===== config.mk =====
export PLATFORM = sky130hd
export DESIGN_NAME = rx_mailbox_alloc
export DESIGN_NICKNAME = d
export VERILOG_FILES = /design/src/rtl/rxmb_pkg.sv /design/src/rtl/rxmb_first_free.sv /design/src/rtl/rxmb_store.sv /design/src/rtl/rxmb_status.sv /design/src/rtl/rx_mailbox_alloc.sv
export SDC_FILE = /design/constraint.sdc
export NUM_CORES = 2
export LEC_CHECK = 0
export ABC_AREA = 1
export ABC_CLOCK_PERIOD_IN_PS = 23200
export BUFFER_PORTS_ARGS = -buffer_cell sky130_fd_sc_hd__buf_2
export CAP_MARGIN = 20
export CORE_MARGIN = 4
export CORE_UTILIZATION = 30
export DETAILED_ROUTE_END_ITERATION = 10
export PLACE_DENSITY = 0.51
export RECOVER_POWER = 50
export SYNTH_ARGS = -nofsm -noshare
export SYNTH_HDL_FRONTEND = slang
export SYNTH_SLANG_ARGS = --single-unit

===== constraint.sdc =====
create_clock -name clk -period 23.2 [get_ports clk]
set_input_delay 4.64 -clock clk [delete_from_list [all_inputs] [get_ports clk]]
set_output_delay 4.64 -clock clk [all_outputs]
set_load 0.005 [all_outputs]

===== src/rtl/rxmb_pkg.sv =====
package rxmb_pkg;
  localparam int unsigned ID_W          = 29;
  localparam int unsigned LEN_W         = 4;
  localparam int unsigned STD_ID_W      = 11;
  localparam int unsigned STD_SHIFT     = 18;
  localparam int unsigned ID_EXT_BIT    = 29;
  localparam int unsigned ST_LEN_LSB    = 16;
  localparam int unsigned ST_RTR_BIT    = 20;
  localparam int unsigned ST_READY_BIT  = 23;
  localparam int unsigned ST_MISSED_BIT = 24;

  function automatic logic [31:0] make_id_word(input logic ext, input logic [ID_W-1:0] id);
    logic [31:0] w;
    w = '0;
    if (ext) begin
      w[ID_W-1:0]   = id;
      w[ID_EXT_BIT] = 1'b1;
    end else begin
      w[STD_SHIFT +: STD_ID_W] = id[STD_ID_W-1:0];
    end
    return w;
  endfunction

  function automatic logic [31:0] make_status(input logic missed, input logic ready,
                                              input logic rtr, input logic [LEN_W-1:0] len);
    logic [31:0] w;
    w = '0;
    w[ST_LEN_LSB +: LEN_W] = len;
    w[ST_RTR_BIT]          = rtr;
    w[ST_READY_BIT]        = ready;
    w[ST_MISSED_BIT]       = missed;
    return w;
  endfunction
endpackage


===== src/rtl/rxmb_first_free.sv =====
module rxmb_first_free #(
  parameter int unsigned N     = 12,
  parameter int unsigned IDX_W = (N > 1) ? $clog2(N) : 1
) (
  input  logic [N-1:0]     free_vec,
  output logic [N-1:0]     grant,
  output logic [IDX_W-1:0] grant_idx,
  output logic             found
);
  logic [N:0] seen;
  assign seen[0] = 1'b0;

  for (genvar i = 0; i < N; i++) begin : g_chain
    assign grant[i]  = free_vec[i] & ~seen[i];
    assign seen[i+1] = seen[i] | free_vec[i];
  end

  assign found = seen[N];

  always_comb begin
    grant_idx = '0;
    for (int i = 0; i < N; i++) begin
      if (grant[i]) grant_idx = grant_idx | IDX_W'(i);
    end
  end
endmodule


===== src/rtl/rxmb_store.sv =====
module rxmb_store #(
  parameter int unsigned N     = 12,
  parameter int unsigned W     = 99,
  parameter int unsigned IDX_W = (N > 1) ? $clog2(N) : 1
) (
  input  logic             clk,
  input  logic             we,
  input  logic [IDX_W-1:0] waddr,
  input  logic [W-1:0]     wdata,
  input  logic [IDX_W-1:0] raddr,
  output logic [W-1:0]     rdata
);
  logic [W-1:0] mem [N];

  always_ff @(posedge clk) begin
    if (we) mem[waddr] <= wdata;
    rdata <= mem[raddr];
  end
endmodule


===== src/rtl/rxmb_status.sv =====
module rxmb_status #(
  parameter int unsigned N      = 12,
  parameter int unsigned DROP_W = 8
) (
  input  logic              clk,
  input  logic              rst,
  input  logic [N-1:0]      clear_mask,
  input  logic [N-1:0]      set_mask,
  input  logic              ovr_set,
  input  logic              drop,
  output logic [N-1:0]      full,
  output logic [N-1:0]      missed,
  output logic [DROP_W-1:0] drop_cnt
);
  localparam int unsigned LAST = N - 1;
  localparam logic [N-1:0] LAST_BIT = N'(1) << LAST;

  always_ff @(posedge clk) begin
    if (rst) begin
      full     <= '0;
      missed   <= '0;
      drop_cnt <= '0;
    end else begin
      full   <= (full & ~clear_mask) | set_mask;
      missed <= (missed & ~clear_mask) | (ovr_set ? LAST_BIT : '0);
      if (drop && (drop_cnt != {DROP_W{1'b1}})) drop_cnt <= drop_cnt + 1'b1;
    end
  end

  p_fill_sets_ready_r3: assert property (@(posedge clk) disable iff (rst)
    (|set_mask) |=> ((full & $past(set_mask)) == $past(set_mask)));

  p_full_holds_r3: assert property (@(posedge clk) disable iff (rst)
    (clear_mask == '0) |=> ((full & $past(full)) == $past(full)));

  p_rearm_clears_r7: assert property (@(posedge clk) disable iff (rst)
    (|clear_mask) |=> ((full & $past(clear_mask) & ~$past(set_mask)) == '0));

  p_missed_only_full_r5: assert property (@(posedge clk) disable iff (rst)
    ((missed & ~full) == '0));

  p_drop_step_r6: assert property (@(posedge clk) disable iff (rst)
    (drop && (drop_cnt != {DROP_W{1'b1}})) |=> (drop_cnt == $past(drop_cnt) + 1'b1));

  p_drop_stable_r6: assert property (@(posedge clk) disable iff (rst)
    !drop |=> $stable(drop_cnt));
endmodule


===== src/rtl/rx_mailbox_alloc.sv =====
module rx_mailbox_alloc #(
  parameter int unsigned NUM_MB = 12,
  parameter int unsigned DATA_W = 64,
  parameter int unsigned DROP_W = 8,
  localparam int unsigned IDX_W = (NUM_MB > 1) ? $clog2(NUM_MB) : 1
) (
  input  logic                 clk,
  input  logic                 rst,
  input  logic                 ovr_en,
  input  logic                 rx_valid,
  input  logic                 rx_ext,
  input  logic                 rx_rtr,
  input  logic [3:0]           rx_len,
  input  logic [28:0]          rx_id,
  input  logic [DATA_W-1:0]    rx_data,
  input  logic                 rearm_we,
  input  logic [NUM_MB-1:0]    rearm_mask,
  input  logic [IDX_W-1:0]     rd_sel,
  output logic [NUM_MB-1:0]    ready_vec,
  output logic [31:0]          rd_id_word,
  output logic [31:0]          rd_status,
  output logic [DATA_W-1:0]    rd_data,
  output logic [DROP_W-1:0]    drop_cnt
);
  import rxmb_pkg::*;

  localparam int unsigned LAST   = NUM_MB - 1;
  localparam int unsigned WORD_W = 2 + LEN_W + ID_W + DATA_W;
  localparam logic [NUM_MB-1:0] LAST_BIT = NUM_MB'(1) << LAST;

  logic [NUM_MB-1:0] full_q, missed_q;
  logic [NUM_MB-1:0] clear_vec, free_vec, grant, set_vec;
  logic [IDX_W-1:0]  grant_idx, wr_idx, rd_addr;
  logic              grant_found, ovr_hit, drop, wr_en, sel_ok;
  logic [WORD_W-1:0] wr_word, rd_word;
  logic              rd_ok_q, rd_missed_q;

  assign clear_vec = rearm_we ? rearm_mask : '0;
  assign free_vec  = ~(full_q & ~clear_vec);

  rxmb_first_free #(.N(NUM_MB), .IDX_W(IDX_W)) u_pick (
    .free_vec  (free_vec),
    .grant     (grant),
    .grant_idx (grant_idx),
    .found     (grant_found)
  );

  assign ovr_hit = rx_valid && !grant_found && ovr_en;
  assign drop    = rx_valid && !grant_found && !ovr_en;
  assign wr_en   = rx_valid && (grant_found || ovr_en);
  assign wr_idx  = grant_found ? grant_idx : IDX_W'(LAST);
  assign set_vec = !rx_valid ? '0 : (grant_found ? grant : (ovr_hit ? LAST_BIT : '0));
  assign wr_word = {rx_ext, rx_rtr, rx_len, rx_id, rx_data};

  rxmb_status #(.N(NUM_MB), .DROP_W(DROP_W)) u_state (
    .clk        (clk),
    .rst        (rst),
    .clear_mask (clear_vec),
    .set_mask   (set_vec),
    .ovr_set    (ovr_hit),
    .drop       (drop),
    .full       (full_q),
    .missed     (missed_q),
    .drop_cnt   (drop_cnt)
  );

  assign sel_ok  = (int'(rd_sel) < NUM_MB);
  assign rd_addr = sel_ok ? rd_sel : '0;

  rxmb_store #(.N(NUM_MB), .W(WORD_W), .IDX_W(IDX_W)) u_mem (
    .clk   (clk),
    .we    (wr_en),
    .waddr (wr_idx),
    .wdata (wr_word),
    .raddr (rd_addr),
    .rdata (rd_word)
  );

  always_ff @(posedge clk) begin
    if (rst) begin
      rd_ok_q     <= 1'b0;
      rd_missed_q <= 1'b0;
    end else begin
      rd_ok_q     <= sel_ok && full_q[rd_addr];
      rd_missed_q <= sel_ok && missed_q[rd_addr];
    end
  end

  logic              f_ext, f_rtr;
  logic [LEN_W-1:0]  f_len;
  logic [ID_W-1:0]   f_id;
  logic [DATA_W-1:0] f_data;
  assign {f_ext, f_rtr, f_len, f_id, f_data} = rd_word;

  assign ready_vec  = full_q;
  assign rd_id_word = rd_ok_q ? make_id_word(f_ext, f_id) : '0;
  assign rd_status  = rd_ok_q ? make_status(rd_missed_q, 1'b1, f_rtr, f_len) : '0;
  assign rd_data    = rd_ok_q ? f_data : '0;

  p_grant_is_free_r2: assert property (@(posedge clk) disable iff (rst)
    ((grant & ~free_vec) == '0));

  p_grant_single_r2: assert property (@(posedge clk) disable iff (rst)
    $onehot0(grant));

  p_overwrite_needs_full_r5: assert property (@(posedge clk) disable iff (rst)
    ovr_hit |-> full_q[LAST]);

  p_ready_tracks_store_r12: assert property (@(posedge clk) disable iff (rst)
    wr_en |=> ready_vec[$past(wr_idx)]);
endmodule


* Word level (Yosys, flattened, before mapping)
Memory sizes are Yosys's and may differ from the RTL's. A register that Yosys moved wholly into a read port is not among the register bits.
Index checks and enable logic that the tools add are counted.
** Storage, ports and cells
- Bits in registers :: 34
- Bits in writable memories :: 1188
- Input port bits :: 120
- Output and inout bits :: 148
- Logic and storage cells :: 88
- Memories kept :: 1
** Operators by class
- Add/subtract/negate cells :: 1
- Magnitude comparators :: 2
- Equal/unequal tests :: 1
- Muxes and demuxes :: 29
- Bitwise operators :: 39
- Reductions and logical operators :: 10
** Memory list
- u_mem.mem :: words 12, width 99, read ports 1, clocked after memory_dff 1, wr ports 1, RTL line rxmb_store.sv:13 : logic [W-1:0] mem [N];
** Operators by type and width (number)
- 64-bit 2-to-1 mux :: 1
- 12-bit 2-to-1 mux :: 4
- 30-bit 2-to-1 mux :: 1
- 25-bit 2-to-1 mux :: 1
- 12-bit AND :: 2
- 4-bit 2-to-1 mux :: 6
- 12-bit inverter :: 2
- 12-bit OR :: 2
- 18-bit 2-to-1 mux :: 1
- 3-bit 2-to-1 mux :: 4
- 1-bit AND :: 11
- 11-bit 2-to-1 mux :: 1
- 1-bit inverter :: 11
- 1-bit OR :: 11
- 8-bit by 1-bit adder with 8-bit output (second input constant) :: 1
- 1-bit binary-select mux with 4-bit select :: 2
- 8-bit != test (second input constant) :: 1
- 1-bit logical AND :: 7
- 1-bit 2-to-1 mux :: 6
- 4-bit by 5-bit less-than comparator with 1-bit output (second input constant) :: 1
- 4-bit less-than comparator (second input constant) :: 1
- 2-bit 2-to-1 mux :: 2
- 1-bit zero test :: 2
- 1-bit logical OR :: 1

* Depth between registers and ports, before layout
- Word-level depth :: 22
- Gate-level depth with buffers :: 13
- Gate-level depth less buffers :: 12

* Hierarchy
Synthesis repeated with hierarchy kept, for this count alone.
** Second synthesis, totals
- Cells, all modules :: 5125
- Area, all modules :: 54536.1 µm²
** By module, submodules not included
- rxmb_store :: times used 1, cells each 4524, area each 51314.2 µm², sequential area each 37656.1 µm²
- rx_mailbox_alloc :: times used 1, cells each 392, area each 1739.2 µm², sequential area each 40.0 µm²
- rxmb_status :: times used 1, cells each 159, area each 1226.2 µm², sequential area each 640.6 µm²
- rxmb_first_free :: times used 1, cells each 50, area each 256.5 µm², sequential area each 0.0 µm²

* Least setup slack after synthesis
No wires, ideal clock.
- Path kind :: input-to-reg
- Start point :: input port rearm_we
- End point :: memory u_mem.mem[9][0] (enable)
- Library setup time :: 681 ps
- Arrival :: 12153 ps
- Required time :: 22519 ps
- Slack :: 10366 ps
- Stages on the path :: 10
- Buffers on the path :: 1
- Path through :: buf_6 > nand2_4 > nand2_4 > nor2_4 > nand2_2 > nor2_4 > nand4_4 > inv_1 > nand2_1 > nor3_1
** Between the ends
- Longest elaborated chain between the ends :: 19
- Elaborated cells between the ends (all ways) :: 53
- Those cells by class :: 15 x mux; 36 x bitwise; 2 x reduce/logical
** Ends and longest elaborated chain
- start, declared :: RTL line rx_mailbox_alloc.sv:16 : input logic rearm_we,
- 12-bit 2-to-1 mux * :: RTL line rx_mailbox_alloc.sv:38 : assign clear_vec = rearm_we ? rearm_mask : '0;
- 12-bit inverter * :: RTL line rx_mailbox_alloc.sv:39 : assign free_vec = ~(full_q & ~clear_vec);
- 12-bit AND * :: RTL line rx_mailbox_alloc.sv:39
- 12-bit inverter * :: RTL line rx_mailbox_alloc.sv:39
- 1-bit OR (11 in a row) :: RTL line rxmb_first_free.sv:15 : assign seen[i+1] = seen[i] | free_vec[i];
- 1-bit logical OR :: RTL line rx_mailbox_alloc.sv:50 : assign wr_en = rx_valid && (grant_found || ovr_en);
- 1-bit logical AND :: RTL line rx_mailbox_alloc.sv:50
- 1-bit 2-to-1 mux :: RTL line rxmb_store.sv:16 : if (we) mem[waddr] <= wdata;
- 1-bit 2-to-1 mux (implied by the code) :: RTL line rxmb_store.sv:16
- end, declared :: RTL line rxmb_store.sv:13
Mark *: on every way between the ends. The rest lies on a longest branch, timed or not.

* Final worst setup path
- Start point :: input port rearm_we
- End point :: memory u_mem.mem[5][40] (enable)
The elaborated chain is that of the path after synthesis.

==> reports/results.ini <==
[cells_and_area]
drive_gt1_share_pct=10.0
nNetsFinal=4207
fillers=16100
syn2layout_area_growth_pct=16.2

[placement]
numPortBuffers=240
gp_congestion=0.748
place_ws_ns=14.57
hpwl_mm=70.3

[synth]
yosysMostFrequentCell=edfxtp_1
ys_seq_area_share_pct=76.5
synth.area.top_cells=edfxtp_1 71%, o21ai_0 6.2%, dfxtp_1 5.3%
avgSynthCellArea_sq_um=12.8
ys.flop_type=edfxtp_1
synth_cell_type_count=35
postSynth.asyncResetShare_pct=0
synth_edf_count=1188
yosys.area.top_type=edfxtp_1
yosys_warnings=0
synth_seq_cells=1321
synth_top_cell_area_share_pct=71.2
syn-cell-area_sq_um=50100
netlist_top_cells_count=1188 x edfxtp_1, 646 x nor2_1, 617 x o21ai_0
synthCells=3901

[clock_tree]
post-cts-setup-buffers=0
cts_buffers=147
clock-sinks=1321
cts-resized-gates=0
cts_tree=yes
clockRootBuffer=clkbuf_16
clock_latency_ns=0.77
holdBufCountCts=0
htreeDepth=4
clkSlewWorstSetupHoldPaths_ns=0.05
clk_path_buf_depth=3

[sta]
hold_viol_final=0
period_minus_slack_ns=8.81
tns_ns=0
tightest_slew_ns=3.00
fmax_mhz=114
worst_clock_skew_ns=0.0269
setup_ws_ns=14.39
slew_violations=116
slew_headroom_pct=-99.7
period_share_pct=38.0
rsz0062_at_grt=no
setup_violations=0

[power_and_ir_drop]
clkPwrFrac_pct=43.9
leakage_nw=19.9
switchingPower_w=0.00119
ir_worst_vdd_uv=69.3
power_density_nw_per_um2=90.3
sequentialPowerShare_pct=50.5
combPwrFrac_pct=5.6
p_int_w=0.00407
p_sw_share_pct=22.7
total_power_w=0.00526

[critical_path]
timing.rr.end=u_mem.mem[5][40]
crit_end=u_mem.mem[5][40]
path_max_fanout=47
worstSetupStartpointType=input port
critPathCaptureType=flip-flop
required_ns=23.58
r2r_setup_slack_ns=18.44
timing.rr.start=u_state.full[1]
rr_worst_depth=8
arrival_ns=9.19
crit_start=rearm_we
critical_path_class=in -> reg

[min_path]
min_from=u_state.missed[1]
holdCritPathClass=reg -> reg

[floorplan]
initial_utilization_pct=30.3
die_y_um=417
rows=149
die-area_sq_um=174000
fp.dieW_um=417
io_pins=268
coreArea_sq_um=165000

[drt]
totalWireLength_mm=148
drt-pass1-iter-count=6
wl_per_cell_um=23.1
drt_iter0_drc=2635
drc=0
antenna_left=0
vias_per_cell=4.96
vias=31800

[global_routing]
grt_overflow_total=0
grt_pass1_wl_mm=215
grt_pass1_vias=31300
grt_use_total_pct=16.6
grt_max_degree=202
antenna_found_initial=34

[status]
status=finished, violations left
violations=max-capacitance violations, max-slew violations

[job]
maxCapViolations=5

cell usage in the layout (no fill, tap or decap), types with 5 or more instances in the layout:
cell          n
a21oi_1      33
buf_12        9
buf_2       134
buf_4        33
bufinv_16    10
clkbuf_1    147
clkbuf_16   151
clkbuf_8     13
clkinv_1     18
clkinv_2     29
clkinv_8      5
conb_1       27
dfxtp_1     132
diode_2      21
edfxtp_1   1188
inv_1       124
inv_6         5
nand2_1     420
nand2_4       5
nand3_1     110
nand4_1       7
nor2_1      643
nor2_4        9
nor3_1        6
o21ai_0     620
o22ai_1     297
worst min-delay path by stage:
| stage | depth (start not counted) | endpoint |
|---|---|---|
| finish | 2 | u_state.missed[1] |
| global route | 2 | u_state.missed[9] |
| CTS | 2 | u_state.missed[1] |
| detailed placement | 2 | u_state.missed[1] |
| global placement | 2 | u_state.missed[6] |
| floorplan | 2 | u_state.missed[1] |
metal layers:
metal	global-route usage, %	part of all wire [%]
met1	21.0	42
met2	28.9	50
met5	0	0.059
met4	5.12	2.3
met3	3.14	5.3
cell families after synthesis:
logic type | after synthesis | synth area share, %
other cells | 1 | 0.00749
fa+ha+maj | 1 | 0.0250
compound gates | 960 | 10.4
xor+xnor | 5 | 0.0874
flops | 1321 | 76.5
simple gates | 1208 | 9.64
buf+inv | 405 | 3.30
state kept, by name, summed over array words and instances (netlist names):
signal / count
u_mem.mem: 1188
u_mem.rdata: 99
u_state.full: 12
u_state.missed: 12
u_state.drop_cnt: 8
rd_missed_q: 1
rd_ok_q: 1
critical path, stage by stage:
cell,delay [ns]
clkbuf_1,0.31
nand2_1,0.24
nand2_1,0.11
nor2_1,0.23
nand2_1,0.11
nor2_1,0.26
o21ai_0,0.20
nor2_1,1.27
buf_4,0.90
buf_4,0.81
area by class of cell:
type / instances / area, sq um / area share [%]
multi-input combinational: 2201 / 10200 / 17.6
sequential: 1321 / 38300 / 65.9
clock inverter: 70 / 684 / 1.18
clock buffer: 202 / 4100 / 7.04
inverter: 128 / 500 / 0.860
timing repair buffer: 287 / 1550 / 2.66
antenna: 21 / 52.6 / 0.0903
tap: 2189 / 2740 / 4.71
power groups by stage:
| stage | Clock (W) | Combinational (W) | Sequential [W] |
|---|---|---|---|
| 5_1_grt | 0.00247 | 0.000329 | 0.00266 |
| 2_1_floorplan | 0 | 0.000170 | 0.00270 |
| 3_3_place_gp | 0 | 0.000301 | 0.00271 |
| 6_report | 0.00231 | 0.000294 | 0.00266 |
| 4_1_cts | 0.00236 | 0.000303 | 0.00266 |
| 3_5_place_dp | 0 | 0.000302 | 0.00271 |
through the flow:
step	cells	util, %	instance area [sq um]	hold slack, ns
finish	6419	35.2	58200	0.442
global route	6408	35.2	58200	0.453
CTS	6396	35.3	58400	0.440
detailed placement	6124	32.4	53600	0.431
global placement	6123	32.4	53600	0.427
floorplan	3927	-	50200	0.417
Note: power is estimated with default switching activity, not from simulation.
